**src/rtl/pxl_pkg.sv**
```systemverilog
package pxl_pkg;
    localparam int WORD_BITS  = 9;
    localparam int BLK_BITS   = 11;
    localparam int RSV_COUNT  = 256;
    localparam int ADDR_BITS  = BLK_BITS + WORD_BITS;
    localparam int RSV_BASE   = (1 << BLK_BITS) - RSV_COUNT;
    localparam int ENTRY_BITS = BLK_BITS + 1;

    typedef struct packed {
        logic                lock;
        logic [BLK_BITS-1:0] blk;
    } page_reg_t;

    function automatic logic [BLK_BITS-1:0] blk_of(input logic [ADDR_BITS-1:0] a);
        return a[ADDR_BITS-1:WORD_BITS];
    endfunction

    function automatic logic [WORD_BITS-1:0] off_of(input logic [ADDR_BITS-1:0] a);
        return a[WORD_BITS-1:0];
    endfunction

    function automatic logic is_reserved(input logic [BLK_BITS-1:0] b);
        return 32'(b) >= RSV_BASE;
    endfunction
endpackage

```
**src/rtl/pxl_regfile.sv**
```systemverilog
module pxl_regfile
    import pxl_pkg::*;
#(
    parameter int N_PAGES = 32,
    localparam int IDX_W  = $clog2(N_PAGES)
) (
    input  logic             clk,
    input  logic             rst,
    input  logic             we,
    input  logic [IDX_W-1:0] idx,
    input  page_reg_t        wdata,
    output page_reg_t        rdata,
    output page_reg_t        regs [N_PAGES]
);
    for (genvar g = 0; g < N_PAGES; g++) begin : g_page
        always_ff @(posedge clk) begin
            if (rst) begin
                regs[g] <= '{lock: 1'b1, blk: '0};
            end else if (we && (idx == IDX_W'(g))) begin
                regs[g] <= wdata;
            end
        end
    end

    assign rdata = regs[idx];
endmodule

```
**src/rtl/pxl_cam_match.sv**
```systemverilog
module pxl_cam_match
    import pxl_pkg::*;
#(
    parameter int N_PAGES = 32
) (
    input  page_reg_t           regs [N_PAGES],
    input  logic [BLK_BITS-1:0] key,
    output logic [N_PAGES-1:0]  match,
    output logic [N_PAGES-1:0]  locked
);
    for (genvar g = 0; g < N_PAGES; g++) begin : g_cmp
        assign match[g]  = (regs[g].blk == key);
        assign locked[g] = regs[g].lock;
    end
endmodule

```
**src/rtl/pxl_prio_enc.sv**
```systemverilog
module pxl_prio_enc #(
    parameter int N_PAGES = 32,
    localparam int IDX_W  = $clog2(N_PAGES)
) (
    input  logic [N_PAGES-1:0] vec,
    output logic               any,
    output logic               multi,
    output logic [IDX_W-1:0]   idx
);
    always_comb begin
        any   = 1'b0;
        multi = 1'b0;
        idx   = '0;
        for (int i = 0; i < N_PAGES; i++) begin
            if (vec[i]) begin
                if (any) begin
                    multi = 1'b1;
                end else begin
                    idx = IDX_W'(i);
                end
                any = 1'b1;
            end
        end
    end
endmodule

```
**src/rtl/page_xlate_unit.sv**
```systemverilog
module page_xlate_unit
    import pxl_pkg::*;
#(
    parameter int N_PAGES = 32,
    localparam int IDX_W  = $clog2(N_PAGES),
    localparam int PHYS_W = IDX_W + WORD_BITS
) (
    input  logic                  clk,
    input  logic                  rst,
    input  logic                  req_valid,
    input  logic [ADDR_BITS-1:0]  req_addr,
    input  logic                  req_priv,
    input  logic                  cfg_we,
    input  logic [IDX_W-1:0]      cfg_idx,
    input  logic [ENTRY_BITS-1:0] cfg_wdata,
    output logic [ENTRY_BITS-1:0] cfg_rdata,
    output logic                  rsp_valid,
    output logic                  rsp_hit,
    output logic [IDX_W-1:0]      rsp_page,
    output logic [PHYS_W-1:0]     rsp_phys,
    output logic                  rsp_fault,
    output logic [BLK_BITS-1:0]   rsp_fault_blk,
    output logic                  rsp_multi
);
    page_reg_t           regs [N_PAGES];
    page_reg_t           rd_ent;
    logic [N_PAGES-1:0]  match_v;
    logic [N_PAGES-1:0]  lock_v;
    logic                any_m, multi_m;
    logic [IDX_W-1:0]    win_idx;
    logic [BLK_BITS-1:0] key;
    logic                allow, hit_c;

    pxl_regfile #(.N_PAGES(N_PAGES)) u_regs (
        .clk(clk), .rst(rst), .we(cfg_we), .idx(cfg_idx),
        .wdata(page_reg_t'(cfg_wdata)), .rdata(rd_ent), .regs(regs)
    );

    assign key = blk_of(req_addr);

    pxl_cam_match #(.N_PAGES(N_PAGES)) u_cam (
        .regs(regs), .key(key), .match(match_v), .locked(lock_v)
    );

    pxl_prio_enc #(.N_PAGES(N_PAGES)) u_enc (
        .vec(match_v), .any(any_m), .multi(multi_m), .idx(win_idx)
    );

    assign cfg_rdata = ENTRY_BITS'(rd_ent);
    assign allow     = req_priv || (!lock_v[win_idx] && !is_reserved(key));
    assign hit_c     = any_m && allow;

    always_ff @(posedge clk) begin
        if (rst || !req_valid) begin
            rsp_valid     <= 1'b0;
            rsp_hit       <= 1'b0;
            rsp_page      <= '0;
            rsp_phys      <= '0;
            rsp_fault     <= 1'b0;
            rsp_fault_blk <= '0;
            rsp_multi     <= 1'b0;
        end else begin
            rsp_valid     <= 1'b1;
            rsp_hit       <= hit_c;
            rsp_page      <= hit_c ? win_idx : '0;
            rsp_phys      <= hit_c ? {win_idx, off_of(req_addr)} : '0;
            rsp_fault     <= !hit_c;
            rsp_fault_blk <= hit_c ? '0 : key;
            rsp_multi     <= multi_m;
        end
    end
endmodule

```
**config.mk**
```make
export PLATFORM = sky130hd
export DESIGN_NAME = page_xlate_unit
export DESIGN_NICKNAME = d
export VERILOG_FILES = /design/src/rtl/pxl_pkg.sv /design/src/rtl/pxl_regfile.sv /design/src/rtl/pxl_cam_match.sv /design/src/rtl/pxl_prio_enc.sv /design/src/rtl/page_xlate_unit.sv
export SDC_FILE = /design/constraint.sdc
export NUM_CORES = 1
export LEC_CHECK = 0
export ABC_AREA = 0
export BUFFER_PORTS_ARGS = -buffer_cell sky130_fd_sc_hd__buf_4
export CAP_MARGIN = 30
export CELL_PAD_IN_SITES_DETAIL_PLACEMENT = 1
export CELL_PAD_IN_SITES_GLOBAL_PLACEMENT = 2
export CORE_MARGIN = 4
export CORE_UTILIZATION = 39
export CTS_CLUSTER_SIZE = 28
export DETAILED_ROUTE_END_ITERATION = 6
export PLACE_DENSITY = 0.87
export SLEW_MARGIN = 15
export SYNTH_ARGS = -nofsm -noshare
export SYNTH_HDL_FRONTEND = slang
export SYNTH_HIERARCHICAL = 1
export SYNTH_SLANG_ARGS = --single-unit
export TNS_END_PERCENT = 20
```
**constraint.sdc**
```tcl
create_clock -name clk -period 4.71 [get_ports clk]
set_clock_uncertainty 0.2 [all_clocks]
set_input_delay 0.2355 -clock clk [delete_from_list [all_inputs] [get_ports clk]]
set_output_delay 0.2355 -clock clk [all_outputs]
set_load 0.01 [all_outputs]
```
Word level (Yosys, flattened, before mapping)
Cells that the tools add are included.
Widths: inputs -> output; s select.
- logic and storage cells: 344
- output and inout bits: 46
- flip-flop bits (word level): 418
- memory bits (writable): 0
- memory bits (read-only): 0
- memories: 0
- bits of input ports: 42
- bits in latches: 0
- muxes and demuxes: 162
- shift operators: 0
- multiply operators: 0
- reductions and logical operators: 43
- divide/modulo/power cells: 0
- magnitude comparators: 3
- bitwise operators: 2
- equal/unequal tests: 63
- add/subtract/negate cells: 0
- operator list (cell ; number):
    $eq 11x11->1 ; 32
    $mux 5 ; 61
    $mux 1 ; 97
    $eq 5x5->1 const B ; 16
    $bmux 12 s5 ; 1
    $eq 5x4->1 const B ; 8
    $logic_and 1x1->1 ; 34
    $mux 12 ; 2
    $eq 5x3->1 const B ; 4
    $ge 11x11->1 const B ; 1
    $eq 5x2->1 const B ; 2
    $ge 6x6->1 const B ; 1
    $lt 5x6->1 const B ; 1
    $not 5->6 ; 1
    $bmux 1 s5 ; 1
    $eq 5x1->1 const B ; 1
    $logic_not 5->1 ; 1
    $logic_not 1->1 ; 4
    $reduce_or 2->1 ; 2
    $logic_or 1x1->1 ; 2
    $not 1->1 ; 1

Depth between registers and ports, before layout
Gate-level depths: netlist of the first run.
- word-level depth: 72
- gate-level depth with buffers: 19
- mapped depth without buffers: 14

Hierarchy
Netlist of the first run, hierarchy kept.
- by module, submodules not included (module ; area an instance (µm²) ; seq. area each (µm²) ; cells each ; times used):
    pxl_regfile ; 17023.8 ; 7687.4 ; 2080 ; 1
    pxl_cam_match ; 4714.5 ; 0.0 ; 556 ; 1
    page_xlate_unit ; 1176.1 ; 580.6 ; 115 ; 1
    pxl_prio_enc ; 869.6 ; 0.0 ; 139 ; 1

Worst setup path before layout of the first run
No wires, ideal clock.
- path type: input -> register
- from: in req_addr[15]
- to: reg rsp_fault_blk[0]
- setup slack: 0.675 ns
- data required time: 4.394 ns
- buffers on the path: 3
- stages: 16
- arrival: 3.719 ns
- setup time: 0.116 ns
- path through: buf_2 buf_6 xnor2_1 nand4_1 nor3_2 or4_4 or3_4 nor3_2 o21ai_0 o311ai_1 mux4_1 or2_0 a31oi_1 a32oi_2 buf_6 and3_1
- elaborated cells between the ends (all ways): 135
- those cells by class: order compare: 1; eq/ne: 32; mux: 96; reduce/logical: 6
- RTL lines (what ; RTL line ; text):
    start, declared ; page_xlate_unit.sv:11 ; input logic [ADDR_BITS-1:0] req_addr,
    $eq 11x11->1 (*) ; pxl_cam_match.sv:12 ; assign match[g] = (regs[g].blk == key);
    via match_v[19] ; page_xlate_unit.sv:27 ; logic [N_PAGES-1:0] match_v;
    $mux 5 / $mux 1 (equally long branches) ; pxl_prio_enc.sv:15 ; if (vec[i]) begin
    $mux 5 ; pxl_prio_enc.sv:16 ; if (any) begin
    $mux 5 ; pxl_prio_enc.sv:15 ;
    $mux 5 ; pxl_prio_enc.sv:16 ;
    $mux 5 ; pxl_prio_enc.sv:15 ;
    $mux 5 ; pxl_prio_enc.sv:16 ;
    [... 19 more ...] ; - ;
    via win_idx[0] ; page_xlate_unit.sv:30 ; logic [IDX_W-1:0] win_idx;
    $bmux 1 s5 (*) ; page_xlate_unit.sv:50 ; assign allow = req_priv || (!lock_v[win_idx] && !is_reserved(key));
    $mux 1 (not written as such) (*) ; page_xlate_unit.sv:50 ;
    $logic_not 1->1 (*) ; page_xlate_unit.sv:50 ;
    $logic_and 1x1->1 (*) ; page_xlate_unit.sv:50 ;
    $logic_or 1x1->1 (*) ; page_xlate_unit.sv:50 ;
    $logic_and 1x1->1 (*) ; page_xlate_unit.sv:51 ; assign hit_c = any_m && allow;
    $reduce_or 2->1 (no source line) (*) ; - ;
    end signal, assigned ; page_xlate_unit.sv:68 ; rsp_fault_blk <= hit_c ? '0 : key;
    end, declared ; page_xlate_unit.sv:22 ; output logic [BLK_BITS-1:0] rsp_fault_blk,
Mark *: on every way through the listed nets, which the timed path passes. The rest lies on a longest branch. The select of a mux whose other input is x is not followed.
A chain may end at the register's enable or synchronous reset.

Final worst setup path of the first run
- from: in req_addr[18]
- to: reg rsp_fault_blk[5]
- elaborated cells between the ends (all ways): 135
- those cells by class: order compare: 1; eq/ne: 32; mux: 96; reduce/logical: 6
- RTL lines (what ; RTL line):
    $eq 11x11->1 (*) ; pxl_cam_match.sv:12
    via match_v[20] ; page_xlate_unit.sv:27
    $mux 5 / $mux 1 (equally long branches) ; pxl_prio_enc.sv:15
    $mux 5 ; pxl_prio_enc.sv:16
    $mux 5 ; pxl_prio_enc.sv:15
    $mux 5 ; pxl_prio_enc.sv:16
    $mux 5 ; pxl_prio_enc.sv:15
    $mux 5 ; pxl_prio_enc.sv:16
    [... 17 more ...] ; -
    via win_idx[2] ; page_xlate_unit.sv:30
    $bmux 1 s5 (*) ; page_xlate_unit.sv:50
    $mux 1 (not written as such) (*) ; page_xlate_unit.sv:50
    $logic_not 1->1 (*) ; page_xlate_unit.sv:50
    $logic_and 1x1->1 (*) ; page_xlate_unit.sv:50
    $logic_or 1x1->1 (*) ; page_xlate_unit.sv:50
    $logic_and 1x1->1 (*) ; page_xlate_unit.sv:51
    $reduce_or 2->1 (no source line) (*) ; -
Marked as above.

==> results.sh, run 1 <==
export IMPL_gr_total_overflow=0
export IMPL_post_route_drc_count=0
export IMPL_synth_distinct_cells=74
export IMPL_final_util_pct=44.2
export IMPL_dr_total_vias=21828
export IMPL_total_power_uw=8610
export IMPL_rsz0062_at_grt="false"
export IMPL_power_share_clock_pct=48.5
export IMPL_worst_setup_path_type="primary input to register"
export IMPL_design_core_area_um2=60400
export IMPL_wl_per_cell_um=26.6
export IMPL_cp_end_kind="register"
export IMPL_path_clk_slew_ns=0.05
export IMPL_clock_tree_buffer_depth=3
export IMPL_cp_max_fo=27
export IMPL_fin_nets=2902
export IMPL_synthCells=2890
export IMPL_initial_core_util_pct=39.4
export IMPL_dr_first_iter_drc_count=2173
export IMPL_hpwlAfterDp_mm=67.1
export IMPL_insertion_delay_ns=0.61
export IMPL_drive_above_1_share_pct=13.8
export IMPL_clk_root_buffer_cell="clkbuf_16"
export IMPL_setup_viol=0
export IMPL_ys_flop_type="dfxtp_1"
export IMPL_post_cts_setup_buffers=0
export IMPL_clock_fmax_mhz=217
export IMPL_syn_to_final_growth_pct=12.0
export IMPL_yosysWarnings=6
export IMPL_numPortBuffers=87
export IMPL_hold_viol=0
export IMPL_antenna_found_initial=0
export IMPL_switchingPower_uw=2210
export IMPL_htreeDepth=2
export IMPL_synth_edff_count=0
export IMPL_fillCellCount=7071
export IMPL_syn_avg_cell_area_um2=8.23
export IMPL_final_cell_mix="768 x nand2_1, 413 x dfxtp_1, 371 x a21oi_1"
export IMPL_syn_nets=2932
export IMPL_ir_drop_v=0.000208
export IMPL_layout_min_cycle_time_ns=4.61
export IMPL_slew_violations=0
export IMPL_die_area_um2=65000
export IMPL_yosys_register_bits=413
export IMPL_rows=90
export IMPL_drt_pre_antenna_iters=5
export IMPL_grt_first_pass_wirelength_mm=144
export IMPL_ios=88
export IMPL_hold_class="primary input to register"
export IMPL_fp_dieW_um=255
export IMPL_wl_met3_mm=6.46
export IMPL_routed_wl_mm=98.1
export IMPL_wl_met1_mm=43.1
export IMPL_power_frac_comb_pct=10.2
export IMPL_wl_met2_mm=44.9
export IMPL_relSlewSlack_pct=32.5
export IMPL_cts_tree="built"
export IMPL_critPathLaunchType="primary input"
export IMPL_numCtsBuffers=47
export IMPL_synth_seq_area_share_pct=34.8
export IMPL_mostFrequentLayoutCell="nand2_1"
export IMPL_netlist_area_um2=23800
export IMPL_p_sw_share_pct=25.7
export IMPL_die_height_um=255
export IMPL_cap_violations=0
export IMPL_p_int_uw=6400
export IMPL_grt_pass1_vias=21995
export IMPL_run_status="completed"
export IMPL_crit_arrival_ns=4.88
export IMPL_viasPerCell=5.93
export IMPL_postRouteAntennaNets=0
export IMPL_track_usage_pct=29.3
export IMPL_ys_async_sr_fraction_pct=0
export IMPL_cp_required_ns=4.98
export IMPL_tightest_slew_ns=1.01
export IMPL_p_seq_share_pct=41.3
export IMPL_fin_crit_sh_pct=97.9
export IMPL_tns_ns=0
export IMPL_grt_max_degree=174
export IMPL_p_per_area_nw_per_um2=323
export IMPL_p_leak_uw=0.00858
export IMPL_clock_sinks=413
export IMPL_top_layer_used="met4"
export IMPL_gp_congestion=0.913
-- state kept, by name, summed over array words and instances (netlist names) --
signal         count
rsp_valid          1
rsp_phys           9
rsp_fault          1
u_regs/regs      384
rsp_hit            1
rsp_multi          1
rsp_page           5
rsp_fault_blk     11
-- Yosys cell counts, types with 12 or more instances --
master | number | area (um^2)
and2_1 | 17 | 106
nand2_1 | 768 | 2880
o21ai_0 | 14 | 70.1
mux2i_1 | 80 | 801
dfxtp_1 | 413 | 8270
buf_4 | 50 | 375
mux4_2 | 71 | 1600
nand3_1 | 109 | 546
inv_1 | 12 | 45.0
buf_2 | 74 | 370
nand3b_1 | 35 | 263
a21oi_1 | 371 | 1860
buf_6 | 37 | 417
xnor2_1 | 352 | 3080
nand2b_1 | 15 | 93.8
nor3_2 | 33 | 330
nor2_1 | 71 | 267
nand4_1 | 75 | 469
o22ai_1 | 22 | 138
clkbuf_1 | 119 | 447
-- final timing paths --
check / startpoint / cells past startpoint / slack, ns / to
min: req_addr[14] / 2 / 0.03 / rsp_fault_blk[5]
max reg2reg: u_regs/regs[237] / 15 / 0.36 / rsp_fault_blk[5]
max: req_addr[18] / 19 / 0.10 / rsp_fault_blk[5]
min reg2reg: u_regs/regs[308] / 2 / 0.29 / u_regs/regs[308]
-- worst max-delay path, cell delays in order --
cell           delay (ns)
dlygate4sd3_1        0.55
buf_4                0.39
buf_4                0.27
xnor2_1              0.11
nand4_1              0.12
nor3_2               0.10
or4_4                0.56
or3_4                0.40
nor3_2               0.14
buf_4                0.16
nand2_1              0.06
a32oi_1              0.40
buf_4                0.22
mux4_2               0.30
mux2i_1              0.17
o21a_1               0.15
a32oi_2              0.09
buf_12               0.19
and3_1               0.20
-- per-stage QoR --
stage / hold slack, ns / instances / setup WS (ns) / cell area, um^2
after floorplan: 0.149 / 2890 / 0.675 / 23800
after global placement: 0.249 / 3554 / 0.111 / 24500
after detailed placement: 0.258 / 3558 / 0.0143 / 24500
after CTS: 0.00277 / 3675 / 0.0735 / 26500
after global routing: 0.0242 / 3681 / 0.00641 / 26600
final: 0.0338 / 3682 / 0.100 / 26600
-- repair_timing --
item,in CTS,in global routing
hold endpoints to repair,332,0
hold buffers,29,0
endpoints found under the setup margin,0,27
gates resized for setup,0,7
-- logic make-up after synthesis --
kind of cell               synth area share, %
and+or+nand+nor                           23.4
AOI/OAI and AO/OA                         10.7
DFF                                       34.8
xor gates and xnor gates                  13.0
buffers and inverters                     7.49
muxes                                     10.6
adders and majority gates               0.0842
-- routing by layer --
layer	vias to the layer above	global-route usage [%]
met5	-	0
met4	0	9.93
met3	191	4.38
met2	875	47.2
met1	11060	40.6
li1	9702	-
-- power by group through the flow --
stage / clock network, uW / registers, uW / logic, uW
final: 4180 / 3560 / 880
after global routing: 4370 / 3560 / 917
after CTS: 4240 / 3560 / 857
after detailed placement: 0 / 3630 / 833
after global placement: 0 / 3630 / 819
after floorplan: 0 / 3620 / 573
-- area by class of cell --
class	instances	area [um^2]	share of cell area (%)
Tap cell	782	978	3.67
Timing Repair Buffer	210	1840	6.91
Clock inverter	28	434	1.63
Clock buffer	60	1310	4.90
Antenna cell	1	2.50	0.00939
Inverter	12	45.0	0.169
Sequential cell	413	8270	31.0
Multi-Input combinational cell	2176	13800	51.7
No activity file was read; power rests on OpenSTA's default activity.
==> run 2: changes to the inputs <==
==> constraint.sdc (replaced) <==
create_clock -name clk -period 4.44 [get_ports clk]
set_clock_uncertainty 0.2 [all_clocks]
set_input_delay 0.222 -clock clk [delete_from_list [all_inputs] [get_ports clk]]
set_output_delay 0.222 -clock clk [all_outputs]
set_load 0.01 [all_outputs]
==> results.sh, run 2 (synthesis results as in run 1) <==
export IMPL_hold_class="primary input to register"
export IMPL_p_per_area_nw_per_um2=334
export IMPL_hold_viol=0
export IMPL_grt_max_degree=211
export IMPL_numPortBuffers=87
export IMPL_grt_pass1_vias=22538
export IMPL_numCtsBuffers=48
export IMPL_dr_total_vias=22061
export IMPL_relSlewSlack_pct=22.2
export IMPL_cp_required_ns=4.78
export IMPL_grt_util_met2_pct=48.0
export IMPL_setup_viol=0
export IMPL_drt_pre_antenna_iters=6
export IMPL_cp_max_fo=27
export IMPL_whs_ns=0.0426
export IMPL_final_cell_mix="768 x nand2_1, 413 x dfxtp_1, 371 x a21oi_1"
export IMPL_antenna_found_initial=2
export IMPL_routed_wl_mm=101
export IMPL_postRouteAntennaNets=0
export IMPL_ir_drop_v=0.000243
export IMPL_clock_sinks=413
export IMPL_mostFrequentLayoutCell="nand2_1"
export IMPL_wl_per_cell_um=27.2
export IMPL_syn_to_final_growth_pct=13.1
export IMPL_die_height_um=255
export IMPL_fin_nets=2935
export IMPL_hpwlAfterDp_mm=67.7
export IMPL_largest_reg_flops=384
export IMPL_cp_end_kind="register"
export IMPL_design_core_area_um2=60400
export IMPL_grt_busiest_layer="met2"
export IMPL_initial_core_util_pct=39.4
export IMPL_crit_arrival_ns=4.71
export IMPL_drive_above_1_share_pct=14.6
export IMPL_track_usage_pct=30.1
export IMPL_largestRegisters="u_regs/regs x384, rsp_fault_blk x11, rsp_phys x9"
export IMPL_clock_fmax_mhz=229
export IMPL_path_clk_slew_ns=0.06
export IMPL_gr_total_overflow=0
export IMPL_gp_congestion=0.928
export IMPL_htreeDepth=2
export IMPL_cap_violations=0
export IMPL_die_area_um2=65000
export IMPL_clk_root_buffer_cell="clkbuf_16"
export IMPL_fp_dieW_um=255
export IMPL_run_status="completed"
export IMPL_rows=90
export IMPL_worst_setup_path_type="primary input to register"
export IMPL_fin_crit_sh_pct=98.4
export IMPL_grt_first_pass_wirelength_mm=147
export IMPL_clock_tree_buffer_depth=3
export IMPL_cts_tree="built"
export IMPL_layout_min_cycle_time_ns=4.37
export IMPL_slew_violations=0
export IMPL_layout_cells_non_filler=3712
export IMPL_met3_usage_pct=6.79
export IMPL_post_route_drc_count=0
export IMPL_dr_first_iter_drc_count=2241
export IMPL_ios=88
export IMPL_whs_path_depth=2
export IMPL_use_met1_pct=40.0
export IMPL_reg2regPathDepth=17
export IMPL_p_leak_uw=0.00873
export IMPL_top_register="u_regs/regs"
export IMPL_viasPerCell=5.94
export IMPL_tightest_slew_ns=1.17
export IMPL_insertion_delay_ns=0.61
export IMPL_placed_cells=3577
export IMPL_critPathLaunchType="primary input"
==> run 2: metrics by stage <==
| step | util [%] | power (uW) | setup TNS [ns] | worst slack (ns) | instance area, um^2 |
|---|---|---|---|---|---|
| 2_1_floorplan | - | 4450 | 0 | 0.419 | 23800 |
| 3_3_place_gp | 40.8 | 4730 | -0.997 | -0.0653 | 24600 |
| 3_5_place_dp | 40.9 | 4750 | -4.40 | -0.205 | 24700 |
| 4_1_cts | 44.2 | 9010 | 0 | 0.0235 | 26700 |
| 5_1_grt | 44.5 | 9230 | -0.0183 | -0.0117 | 26900 |
| 6_report | 44.6 | 8980 | 0 | 0.0711 | 26900 |
==> run 2: worst max-delay path, stage by stage <==
cell	delay (ns)
dlygate4sd3_1	0.57
buf_8	0.18
buf_4	0.18
xnor2_1	0.19
nand4_1	0.14
nor3_2	0.49
buf_4	0.24
nor4_4	0.05
buf_4	0.15
nand2_1	0.13
o21ai_0	0.16
o22ai_1	0.15
nor2_1	0.07
o211ai_1	0.27
buf_4	0.23
mux2i_1	0.10
a311oi_1	0.29
o211ai_1	0.15
a32oi_2	0.29
buf_12	0.20
and3_1	0.19
==> run 2: worst paths after layout <==
kind / endpoint / from / slack [ns]
hold reg to reg: u_regs/regs[34] / u_regs/regs[34] / 0.28
hold / removal: rsp_fault_blk[1] / req_addr[10] / 0.04
setup / recovery: rsp_fault_blk[6] / req_addr[19] / 0.07
setup reg to reg: rsp_fault_blk[6] / u_regs/regs[310] / 0.15
==> run 2: repair_timing <==
item                                   CTS  global route
endpoints found under the hold margin  389             0
setup endpoints to repair                0            27
hold buffers                            32             0
resized for setup                        0            22
setup buffers                            0            11
==> run 2: final cells by class <==
cell class | count | area, um^2
diodes | 1 | 2.50
clock buffers | 66 | 1380
well taps | 782 | 978
clock inverters | 20 | 293
inverters | 12 | 45.0
repair buffers | 242 | 2130
fillers | 7137 | 33500
multi-input cells | 2176 | 13800
flip-flops and latches | 413 | 8270
==> run 2: routing by layer <==
layer | wire (um) | part of all wire [%] | up-vias
li1 | - | - | 9762
met1 | 42200 | 42 | 11075
met2 | 45900 | 46 | 992
met3 | 8510 | 8.4 | 232
met4 | 4240 | 4.2 | 0
met5 | 0 | 0 | -
==> run 2: report_power, final <==
group / total (uW) / internal, uW / switching, uW / leakage [uW]
Clock: 4250 / 2520 / 1720 / 0.000820
Sequential: 3770 / 3740 / 35.7 / 0.00333
Combinational: 956 / 336 / 620 / 0.00458
Total: 8980 / 6600 / 2380 / 0.00873
